## config.mk

```make
export PLATFORM = sky130hd
export DESIGN_NAME = skip_adder
export DESIGN_NICKNAME = d
export VERILOG_FILES = /design/src/rtl/skip_adder.sv
export SDC_FILE = /design/constraint.sdc
export NUM_CORES = 1
export LEC_CHECK = 0
export CAP_MARGIN = 10
export CORE_MARGIN = 1.5
export CORE_UTILIZATION = 38
export DETAILED_ROUTE_END_ITERATION = 16
export GPL_TIMING_DRIVEN = 0
export MAX_ROUTING_LAYER = met4
export PLACE_DENSITY = 0.9
export SYNTH_ARGS = -nofsm -noshare
export SYNTH_HDL_FRONTEND = slang
export SYNTH_SLANG_ARGS = --single-unit
export TNS_END_PERCENT = 1
```

## constraint.sdc

```tcl
create_clock -name vclk -period 24.1
set_clock_uncertainty 0.15 [all_clocks]
set_input_delay 6.025 -clock vclk [all_inputs]
set_output_delay 6.025 -clock vclk [all_outputs]
set_load 0.02 [all_outputs]
```

## src/rtl/skip_adder.sv

```systemverilog
module skip_adder #(
  parameter int WIDTH = 16,
  parameter int GROUP = 4
) (
  input  logic [WIDTH-1:0] a_i,
  input  logic [WIDTH-1:0] b_i,
  input  logic             cin_i,
  output logic [WIDTH-1:0] sum_o,
  output logic             cout_o
);
  localparam int NGRP = WIDTH / GROUP;

  if (WIDTH % GROUP != 0 || GROUP < 1) begin : g_bad_split_R6
    $error("skip_adder: WIDTH must be a multiple of GROUP");
  end

  logic [WIDTH-1:0] prop, gen;
  logic [WIDTH:0]   bc;
  logic [NGRP:0]    gcar;
  logic [NGRP-1:0]  gprop, rip;
  logic [WIDTH-1:0] sum_w;

  always_comb begin
    prop  = a_i ^ b_i;
    gen   = a_i & b_i;
    bc    = '0;
    gcar  = '0;
    gprop = '0;
    rip   = '0;
    gcar[0] = cin_i;
    for (int j = 0; j < NGRP; j++) begin
      bc[j*GROUP] = gcar[j];
      gprop[j] = 1'b1;
      for (int i = 0; i < GROUP; i++) begin
        bc[j*GROUP+i+1] = gen[j*GROUP+i] | (prop[j*GROUP+i] & bc[j*GROUP+i]);
        gprop[j] = gprop[j] & prop[j*GROUP+i];
      end
      rip[j] = bc[(j+1)*GROUP];
      gcar[j+1] = gprop[j] ? gcar[j] : rip[j];
    end
    sum_w = prop ^ bc[WIDTH-1:0];

    for (int j = 0; j < NGRP; j++) begin
      if (gprop[j]) begin
        assert_skip_pass_R3: assert (gcar[j+1] == gcar[j]);
        assert_skip_agrees_R3: assert (rip[j] == gcar[j]);
      end
    end
    for (int k = 0; k < WIDTH; k++) begin
      if (gen[k]) begin
        assert_generate_R4: assert (bc[k+1]);
      end
      if (!a_i[k] && !b_i[k]) begin
        assert_kill_R5: assert (!bc[k+1]);
      end
    end
    assert_total_R1: assert ({gcar[NGRP], sum_w} ==
                             ({1'b0, a_i} + {1'b0, b_i} + {{WIDTH{1'b0}}, cin_i}));
  end

  assign sum_o  = sum_w;
  assign cout_o = gcar[NGRP];
endmodule

```

Yosys cells after proc, flatten, opt, wreduce, memory -nomap -nowiden. Index checks and enable logic that the tools add are counted.

Muxes and demuxes: 4. Bitwise logic cells: 47.

Operators with widths (number): $xor 16x16->16 (2); $and 1x1->1 (28); $and 16x16->16 (1); $or 1x1->1 (16); $mux 1 (4).

Input port bits: 33. Flip-flop bits (word level): 0. Output and inout bits: 17.

Logic depth before layout (Yosys ltp). Gate-level depths: netlist of run 1.

Word-level depth: 37. Mapped depth: 25. Mapped depth without buffers: 25.

Least setup slack after synthesis of run 1. OpenSTA, ideal clock, no wires.

Path kind: input port to output port. From: input a_i[0]. To: output sum_o[15]. Stages: 25. Buffers on the path: 0. Arrival time: 12785 ps. Setup slack: 5140 ps. Data required time: 17925 ps. Cells stage by stage: inv_1 > fa_1 > inv_1 > fa_1 > fa_1 > fa_1 > mux2_4 > fa_1 > fa_1 > fa_1 > fa_1 > a41oi_1 > nor2_1 > fa_1 > fa_1 > fa_1 > fa_1 > nand2_1 > nand2_1 > fa_1 > fa_1 > fa_1 > inv_1 > fa_1 > inv_1.

Word-level cells in the longest chain between the ends: 35. Elaborated cells between the ends (all ways): 39. Those cells by class: mux: 3; bitwise: 36.

Ends and longest elaborated chain: from (decl) (RTL line 5) `input logic [WIDTH-1:0] a_i,`; $xor 16x16->16 (RTL line 24) `prop = a_i ^ b_i;`; $and 1x1->1 (RTL line 35) `bc[j*GROUP+i+1] = gen[j*GROUP+i] | (prop[j*GROUP+i] & bc[j*GROUP+i]);`; $or 1x1->1 (RTL line 35); $and 1x1->1 (RTL line 35); $or 1x1->1 (RTL line 35); $and 1x1->1 (RTL line 35); $or 1x1->1 (RTL line 35); $and 1x1->1 (RTL line 35); [19 not listed]; $mux 1 * (RTL line 39) `gcar[j+1] = gprop[j] ? gcar[j] : rip[j];`; $and 1x1->1 * (RTL line 35); $or 1x1->1 * (RTL line 35); $and 1x1->1 * (RTL line 35); $or 1x1->1 * (RTL line 35); $and 1x1->1 * (RTL line 35); $or 1x1->1 * (RTL line 35); $xor 16x16->16 * (RTL line 41) `sum_w = prop ^ bc[WIDTH-1:0];`; to (decl) (RTL line 8) `output logic [WIDTH-1:0] sum_o,`.

Mark *: on every way between the ends. The rest lies on a longest branch, timed or not.

Worst setup path after layout of run 1.
From: input cin_i. To: output sum_o[15].

Word-level cells in the longest chain between the ends: 34.

Ends and longest elaborated chain: from (decl) (RTL line 7) `input logic cin_i,`; $and 1x1->1 (RTL line 35); $or 1x1->1 (RTL line 35); $and 1x1->1 (RTL line 35); $or 1x1->1 (RTL line 35); $and 1x1->1 (RTL line 35); $or 1x1->1 (RTL line 35); $and 1x1->1 (RTL line 35); $or 1x1->1 (RTL line 35); [18 not listed]; $mux 1 * (RTL line 39); $and 1x1->1 * (RTL line 35); $or 1x1->1 * (RTL line 35); $and 1x1->1 * (RTL line 35); $or 1x1->1 * (RTL line 35); $and 1x1->1 * (RTL line 35); $or 1x1->1 * (RTL line 35); $xor 16x16->16 * (RTL line 41).

Marked as above.

==> results of run 1 <==
-- placed cells by master (no fill, tap or decap) --
master                            synthesis  final
sky130_fd_sc_hd__nand2_1                  2      2
sky130_fd_sc_hd__inv_1                    9      9
sky130_fd_sc_hd__ha_1                    16     16
sky130_fd_sc_hd__nor2_1                   3      3
sky130_fd_sc_hd__a41oi_1                  1      1
sky130_fd_sc_hd__fa_1                    16     16
sky130_fd_sc_hd__a22oi_1                  1      1
sky130_fd_sc_hd__nand4_1                  4      4
sky130_fd_sc_hd__mux2_4                   1      1
sky130_fd_sc_hd__o21ai_2                  1      1
sky130_fd_sc_hd__a21oi_1                  1      1
sky130_fd_sc_hd__clkdlybuf4s50_1          0     50
-- per-stage QoR --
stage	utilization, %	total power (µW)	setup slack, ns
3_3_place_gp	75.5	35.9	3.95
5_1_grt	75.5	40.0	3.46
4_1_cts	75.5	37.6	3.71
6_report	75.5	37.1	3.78
2_1_floorplan	-	19.0	5.14
3_5_place_dp	75.5	37.5	3.70
-- cell type report --
cell class                 instances  area (µm²)  share of cell area, %
inverter                           9        33.8                   2.90
timing repair buffer              50         500                   43.0
multi-input combinational         46         609                   52.4
tap                               16        20.0                   1.72
-- routing by layer --
layer / GRT usage (%) / vias to the layer above / part of all wire (%)
met5: - / - / 0
met4: 4.24 / 0 / 2.5
met3: 0.408 / 4 / 3.0
met1: 23.0 / 292 / 33
met2: 40.6 / 15 / 61
li1: - / 272 / -
-- power by group through the flow --
| stage | clock network [µW] | registers, µW | logic, µW |
|---|---|---|---|
| 2_1_floorplan | 0 | 0 | 19.0 |
| 3_5_place_dp | 0 | 0 | 37.5 |
| 6_report | 0 | 0 | 37.1 |
| 5_1_grt | 0 | 0 | 40.0 |
| 3_3_place_gp | 0 | 0 | 35.9 |
| 4_1_cts | 0 | 0 | 37.6 |
-- kinds of logic after synthesis --
logic type,Yosys count
fa+ha+maj,32
simple gates,9
buf+inv,9
compound gates,4
mux,1
-- worst min-delay path by stage --
stage          startpoint  depth (start not counted)        end
6_report           b_i[0]                          5   sum_o[0]
5_1_grt           a_i[15]                          5  sum_o[15]
4_1_cts           b_i[15]                          5  sum_o[15]
3_5_place_dp       b_i[0]                          5   sum_o[0]
3_3_place_gp      b_i[15]                          5  sum_o[15]
2_1_floorplan     b_i[10]                          1  sum_o[10]
-- critical path, cell delays in order --
cell	delay [ns]
sky130_fd_sc_hd__clkdlybuf4s50_1	0.43
sky130_fd_sc_hd__inv_1	0.09
sky130_fd_sc_hd__fa_1	0.16
sky130_fd_sc_hd__inv_1	0.05
sky130_fd_sc_hd__fa_1	0.37
sky130_fd_sc_hd__fa_1	0.39
sky130_fd_sc_hd__fa_1	0.37
sky130_fd_sc_hd__mux2_4	0.29
sky130_fd_sc_hd__fa_1	0.38
sky130_fd_sc_hd__fa_1	0.39
sky130_fd_sc_hd__fa_1	0.39
sky130_fd_sc_hd__fa_1	0.38
sky130_fd_sc_hd__a41oi_1	0.22
sky130_fd_sc_hd__nor2_1	0.10
sky130_fd_sc_hd__fa_1	0.39
sky130_fd_sc_hd__fa_1	0.40
sky130_fd_sc_hd__fa_1	0.41
sky130_fd_sc_hd__fa_1	0.41
sky130_fd_sc_hd__nand2_1	0.07
sky130_fd_sc_hd__nand2_1	0.07
sky130_fd_sc_hd__fa_1	0.38
sky130_fd_sc_hd__fa_1	0.42
sky130_fd_sc_hd__fa_1	0.39
sky130_fd_sc_hd__inv_1	0.08
sky130_fd_sc_hd__fa_1	0.40
sky130_fd_sc_hd__inv_1	0.06
sky130_fd_sc_hd__clkdlybuf4s50_1	0.59
==> reports/summary.md, run 1 <==
The run gives 1720 µm as the total routed wirelength. The flow ran to the end, and the final reports show no timing, DRC or antenna violations. Following the worst setup path forward leads to its endpoint at sum_o[15].

The share of total power dissipated in sequential elements is 0%. Data on the critical path arrives at its endpoint at 14.14 ns. The worst-case IR drop observed on VDD is 0.0196 mV. Global routing used 20.7% of the available tracks across all layers. The clock period minus worst slack works out to 20.32 ns. Clock network power share: 0%.

By startpoint and endpoint, the worst setup path is classified as input port to output pin. In the final layout, the share of cells above drive strength 1 is 1.90%. When the netlist entered floorplanning its net count stood at 120.

The tightest hold path in the finished design has a slack of 13.12 ns. The Yosys step of the flow raised 0 warnings. The multiplexer share of the synthesized area was 2.33%; the starting density of the core was 41.7%. The worst setup path is launched from an input port. Summing all placed instances gives a cell area of 1160 µm². The power per unit of standard cell area came out at 31.9 nW/µm². The post-synthesis area per instance works out to 11.7 µm².

The maximum number of pins on one net before global-route repair was 4; the number of placement rows was 14. The fmax was 49.2 MHz. Summed over all nets, the switching power comes to 17.7 µW.

Summed over all cells, the static leakage comes to 0.000518 µW. The post-synthesis share of cell area spent on full adders, half adders and majority gates is 80.9%. After layout, the worst path uses 84.3% of the clock period. The path class of the lowest-slack min-delay path was input port to output pin. The full die area is 1950 µm², and the simple-gate share of the synthesized area is 6.81%. The first global-routing pass estimated 2950 µm of wire. The HPWL after detailed placement is 1670 µm. The summed instance area of the synthesized netlist is 643 µm², and the die span in x is 44.1 µm. The netlist uses 11 different library cells. The count of input and output buffers works out to 50.

The routed via count is 583. The tools report the max-slew violation count as 0. The synthesized netlist devotes 4.67% of its cell area to compound gates. Setup repair after global routing left no endpoint under its margin.

The synthesized netlist devotes 0% of its cell area to XOR and XNOR gates. The worst-path maximum fanout was 3. The die is 44.1 µm tall. The area of the core region was 1540 µm²; the number of flip-flops and latches was 0. Remaining design rule violation count: 0. The logs give 113 for the final-layout fill cell count and 0 ns for the final setup TNS.

The run gives 0 µm² as the area of all sequential standard cells. For this run the aggregate overflow at the end of global routing stands at 0. Across the run, the number of max-cap violations was 0. The layout overhead on the synthesized area was 80.9%. The run gives 0 as the quantity of gates resized following cts.

Pin placement for this block handled 50 I/O pins. For the pin with the worst max-slew slack, the measured transition is 0.223 ns. Combinational cells account for 100.0% of the total power. The final net count came out at 172. The biggest area contributor in the post-synthesis netlist is sky130_fd_sc_hd__fa_1.

The launching element of the worst setup path is cin_i. The via-per-instance ratio came out at 4.82. The first routing iteration left 4 violations. Sequential elements use 0% of the synthesized area. For the number of global-route vias before repair, the log shows 663. The share of Yosys cell area claimed by the top area cell type is 49.8%.

The final hold violation count is 0, and the number of placed instances with taps included is 121. By count the netlist is led by sky130_fd_sc_hd__fa_1, sky130_fd_sc_hd__ha_1, sky130_fd_sc_hd__inv_1. The final design area excluding fillers is 1160 µm², and the required time of the critical path is 17.93 ns. The number of antenna diodes in the final layout is 0. For the initial antenna violation count, the log shows 0. The number of standard cells after synthesis was 55. Kind of end point of the critical path: an output pin. The finished layout holds 121 standard cells, fillers aside. Once detail routing completed, the nets flagged for antenna violations numbered 0. Internal power comes to 19.5 µW. The switching portion of total power is 47.6%. Yosys attributes the largest share of cell area to sky130_fd_sc_hd__fa_1, sky130_fd_sc_hd__ha_1, sky130_fd_sc_hd__inv_1. The logs give 4 for the count of TritonRoute iterations in the first routing pass and 0 for the number of setup violations in the final report. In this run the post-CTS setup repair buffer count came out at 0. In this run, post-CTS hold repair placed 0 buffers. The total of clock buffers placed in the layout was 0; the detail-routed net length per standard cell was 14.2 µm. The last weighted congestion value of the routability-driven placer came out at 0.743.

Combinational family with the most area after synthesis: adder cells. Remaining max-slew budget at the tightest pin: 85.0%.
(Power assumes the default switching activity.)
==> run 2, diff against run 1 <==
--- a/config.mk
+++ b/config.mk
@@ -7,11 +7,11 @@
 export LEC_CHECK = 0
 export CAP_MARGIN = 10
 export CORE_MARGIN = 1.5
-export CORE_UTILIZATION = 38
+export CORE_UTILIZATION = 32
 export DETAILED_ROUTE_END_ITERATION = 16
 export GPL_TIMING_DRIVEN = 0
 export MAX_ROUTING_LAYER = met4
-export PLACE_DENSITY = 0.9
+export PLACE_DENSITY = 0.81
 export SYNTH_ARGS = -nofsm -noshare
 export SYNTH_HDL_FRONTEND = slang
 export SYNTH_SLANG_ARGS = --single-unit
==> constraint.sdc (replaced) <==
create_clock -name vclk -period 18.25
set_clock_uncertainty 0.15 [all_clocks]
set_input_delay 4.5625 -clock vclk [all_inputs]
set_output_delay 4.5625 -clock vclk [all_outputs]
set_load 0.02 [all_outputs]
==> run 2 against run 1 <==
Effect of this change: final cell count increased by 9.1%; critical path depth is the same; worst setup slack lost 2.9 ns; utilization decreased by 14 points; flip-flop and latch count is the same; wire length shrank 10%; sequential share of layout area unchanged; combinational power up 30%; die area increased by 17%; first-iteration DRC count grew 50%; clock-buffer cell count unchanged; worst hold slack got worse by 2.9 ns.
==> reports/summary.md, run 2 (synthesis gave the netlist of run 1 again) <==
The run finished with clean final reports. The antenna diode count came out at 0 (unchanged). STA classifies the critical path startpoint as an input port.

The tools report the number of cells in the finished layout apart from fillers as 132 (+9.1%). The period utilization came out at 94.9%. The initial antenna violation count was 0 (unchanged); the count of input and output buffers was 50 (unchanged).

The global-route usage over all layers is 16.1% (-4.5 points), and the required time of the critical path is 13.54 ns (-4.39 ns). The kind of critical path is input port to output pin. The tools report the last weighted congestion value of the routability-driven placer as 0.684 (-7.9%). The via-per-instance ratio came out at 4.48 (-7.1%).

The library cell used most frequently in the layout, excluding fill and tap cells, is sky130_fd_sc_hd__clkdlybuf4s50_1. The die span in x is 47.8 µm (+8.4%). Tracing the worst setup path back leads to its startpoint at cin_i. For the post-CTS setup buffer count, the log shows 0 (unchanged). The tools report the total routed wirelength as 1550 µm (-10%). For the number of global-route vias before repair, the log shows 632 (-4.7%).

Area of all sequential standard cells: 0 µm² (unchanged). The maximum cell stage delay along the critical path works out to 0.60 ns (about the same). The number of placement rows was 16 (+2); the power per unit of standard cell area was 40.8 nW/µm² (+28%).

The number of antenna-violating nets in the routed design was 0 (unchanged); the detail-routed net length per standard cell was 11.7 µm (-18%). The starting density of the core is 33.5% (-8.3 points), and the maximum VDD drop is 0.0242 mV (+23%). The worst hold path begins at b_i[0]. The most used cell along the critical path was sky130_fd_sc_hd__fa_1. The number of placed I/O pins is 50 (unchanged), and the worst-path maximum fanout is 3 (unchanged). The quantity of gates resized following cts was 0 (unchanged). The max-slew violation count was 0 (unchanged). The final hold violation count was 0 (unchanged); the number of buffers inserted for hold repair after clock tree synthesis was 0 (unchanged).

The remaining max-slew budget at the tightest pin is 85.2% (+0.28 points), and the number of setup violations in the final report is 0 (unchanged). The number of DRC violations after detailed-routing iteration 0 was 6 (+2); the layout cell share with drive strength beyond 1 was 1.90% (unchanged). For this run, the top clock speed supported by timing is 57.7 MHz. Remaining design rule violation count: 0 (unchanged). The run gives 0 (unchanged) as the total of clock buffers placed in the layout. Full die area: 2290 µm² (+17%).

Setup repair after global routing left no endpoint under its margin. Y dimension of the die: 47.8 µm (+8.4%). The maximum number of pins on one net before global-route repair came out at 4 (unchanged). Remaining global-route overflow: 0 (unchanged). The worst setup path is captured at an output pin.

The leakage power figure was 0.000518 µW (unchanged); the global-route wire length before repair was 2590 µm (-12%). The count of TritonRoute iterations in the first routing pass is 3 (-1). The slew at the pin with the worst max-slew slack is 0.219 ns (-0.00411 ns).

The logs give 591 (+1.4%) for the routed via count and 1480 µm (-12%) for the detailed placement HPWL. The final setup TNS was 0 ns (unchanged). Clock period minus worst slack: 17.32 ns.

The number of flip-flops and latches was 0 (unchanged); the arrival time of the worst setup path was 12.61 ns (-1.53 ns). The tools report the number of placed instances with taps included as 132 (+9.1%). In the layout the commonest cells are sky130_fd_sc_hd__clkdlybuf4s50_1, sky130_fd_sc_hd__fa_1, sky130_fd_sc_hd__ha_1. For the final net count, the log shows 172 (unchanged). The path class of the lowest-slack min-delay path is input port to output pin.

The max-capacitance violation count was 0 (unchanged). Area of the core region: 1920 µm² (+25%). Layout overhead on the synthesized area: 83.1%.

The tools report the share of the core filled with cells in the final layout as 61.3% (-14 points). On the critical path, the stage with the largest delay is an instance of sky130_fd_sc_hd__clkdlybuf4s50_1.
run 2: cell counts in the layout (fill, tap and decap cells not counted):
Identical to the previous run, type by type.
run 2: per-stage QoR:
step	total power, µW	cell area, µm²	worst slack [ns]	hold WS [ns]
2_1_floorplan	25.1	643	2.21	9.23
3_3_place_gp	47.6	1180	1.01	10.19
3_5_place_dp	48.6	1180	0.898	10.20
4_1_cts	48.9	1180	0.880	10.21
5_1_grt	52.9	1180	0.520	10.26
6_report	48.1	1180	0.928	10.20
run 2: routing by layer:
layer  routed length, µm  track usage (%)
met2                 900             33.6
met4                   0                0
met1                 546             17.7
met3                 101                0
met5                   0                -
run 2: path summary, 6_finish.rpt:
kind                         to  depth (start not counted)
worst max-delay path  sum_o[15]                         27
worst min-delay path   sum_o[0]                          5
run 2: final cells by class:
type / instances / area, µm²
tap: 27 / 33.8
timing repair buffer: 50 / 500
fill: 176 / 744
multi-input combinational: 46 / 609
inverter: 9 / 33.8
run 2: where the power goes:
part           total [µW]  switching (µW)  internal [µW]
clock network           0               0              0
logic                48.1            22.7           25.3
registers               0               0              0
run 2: critical path: cells and delay by family:
kind,cells,cell delay (ns)
compound gates,1,0.22
fa+ha+maj,16,5.95
buf+inv,6,1.33
mux,1,0.29
simple gates,3,0.23
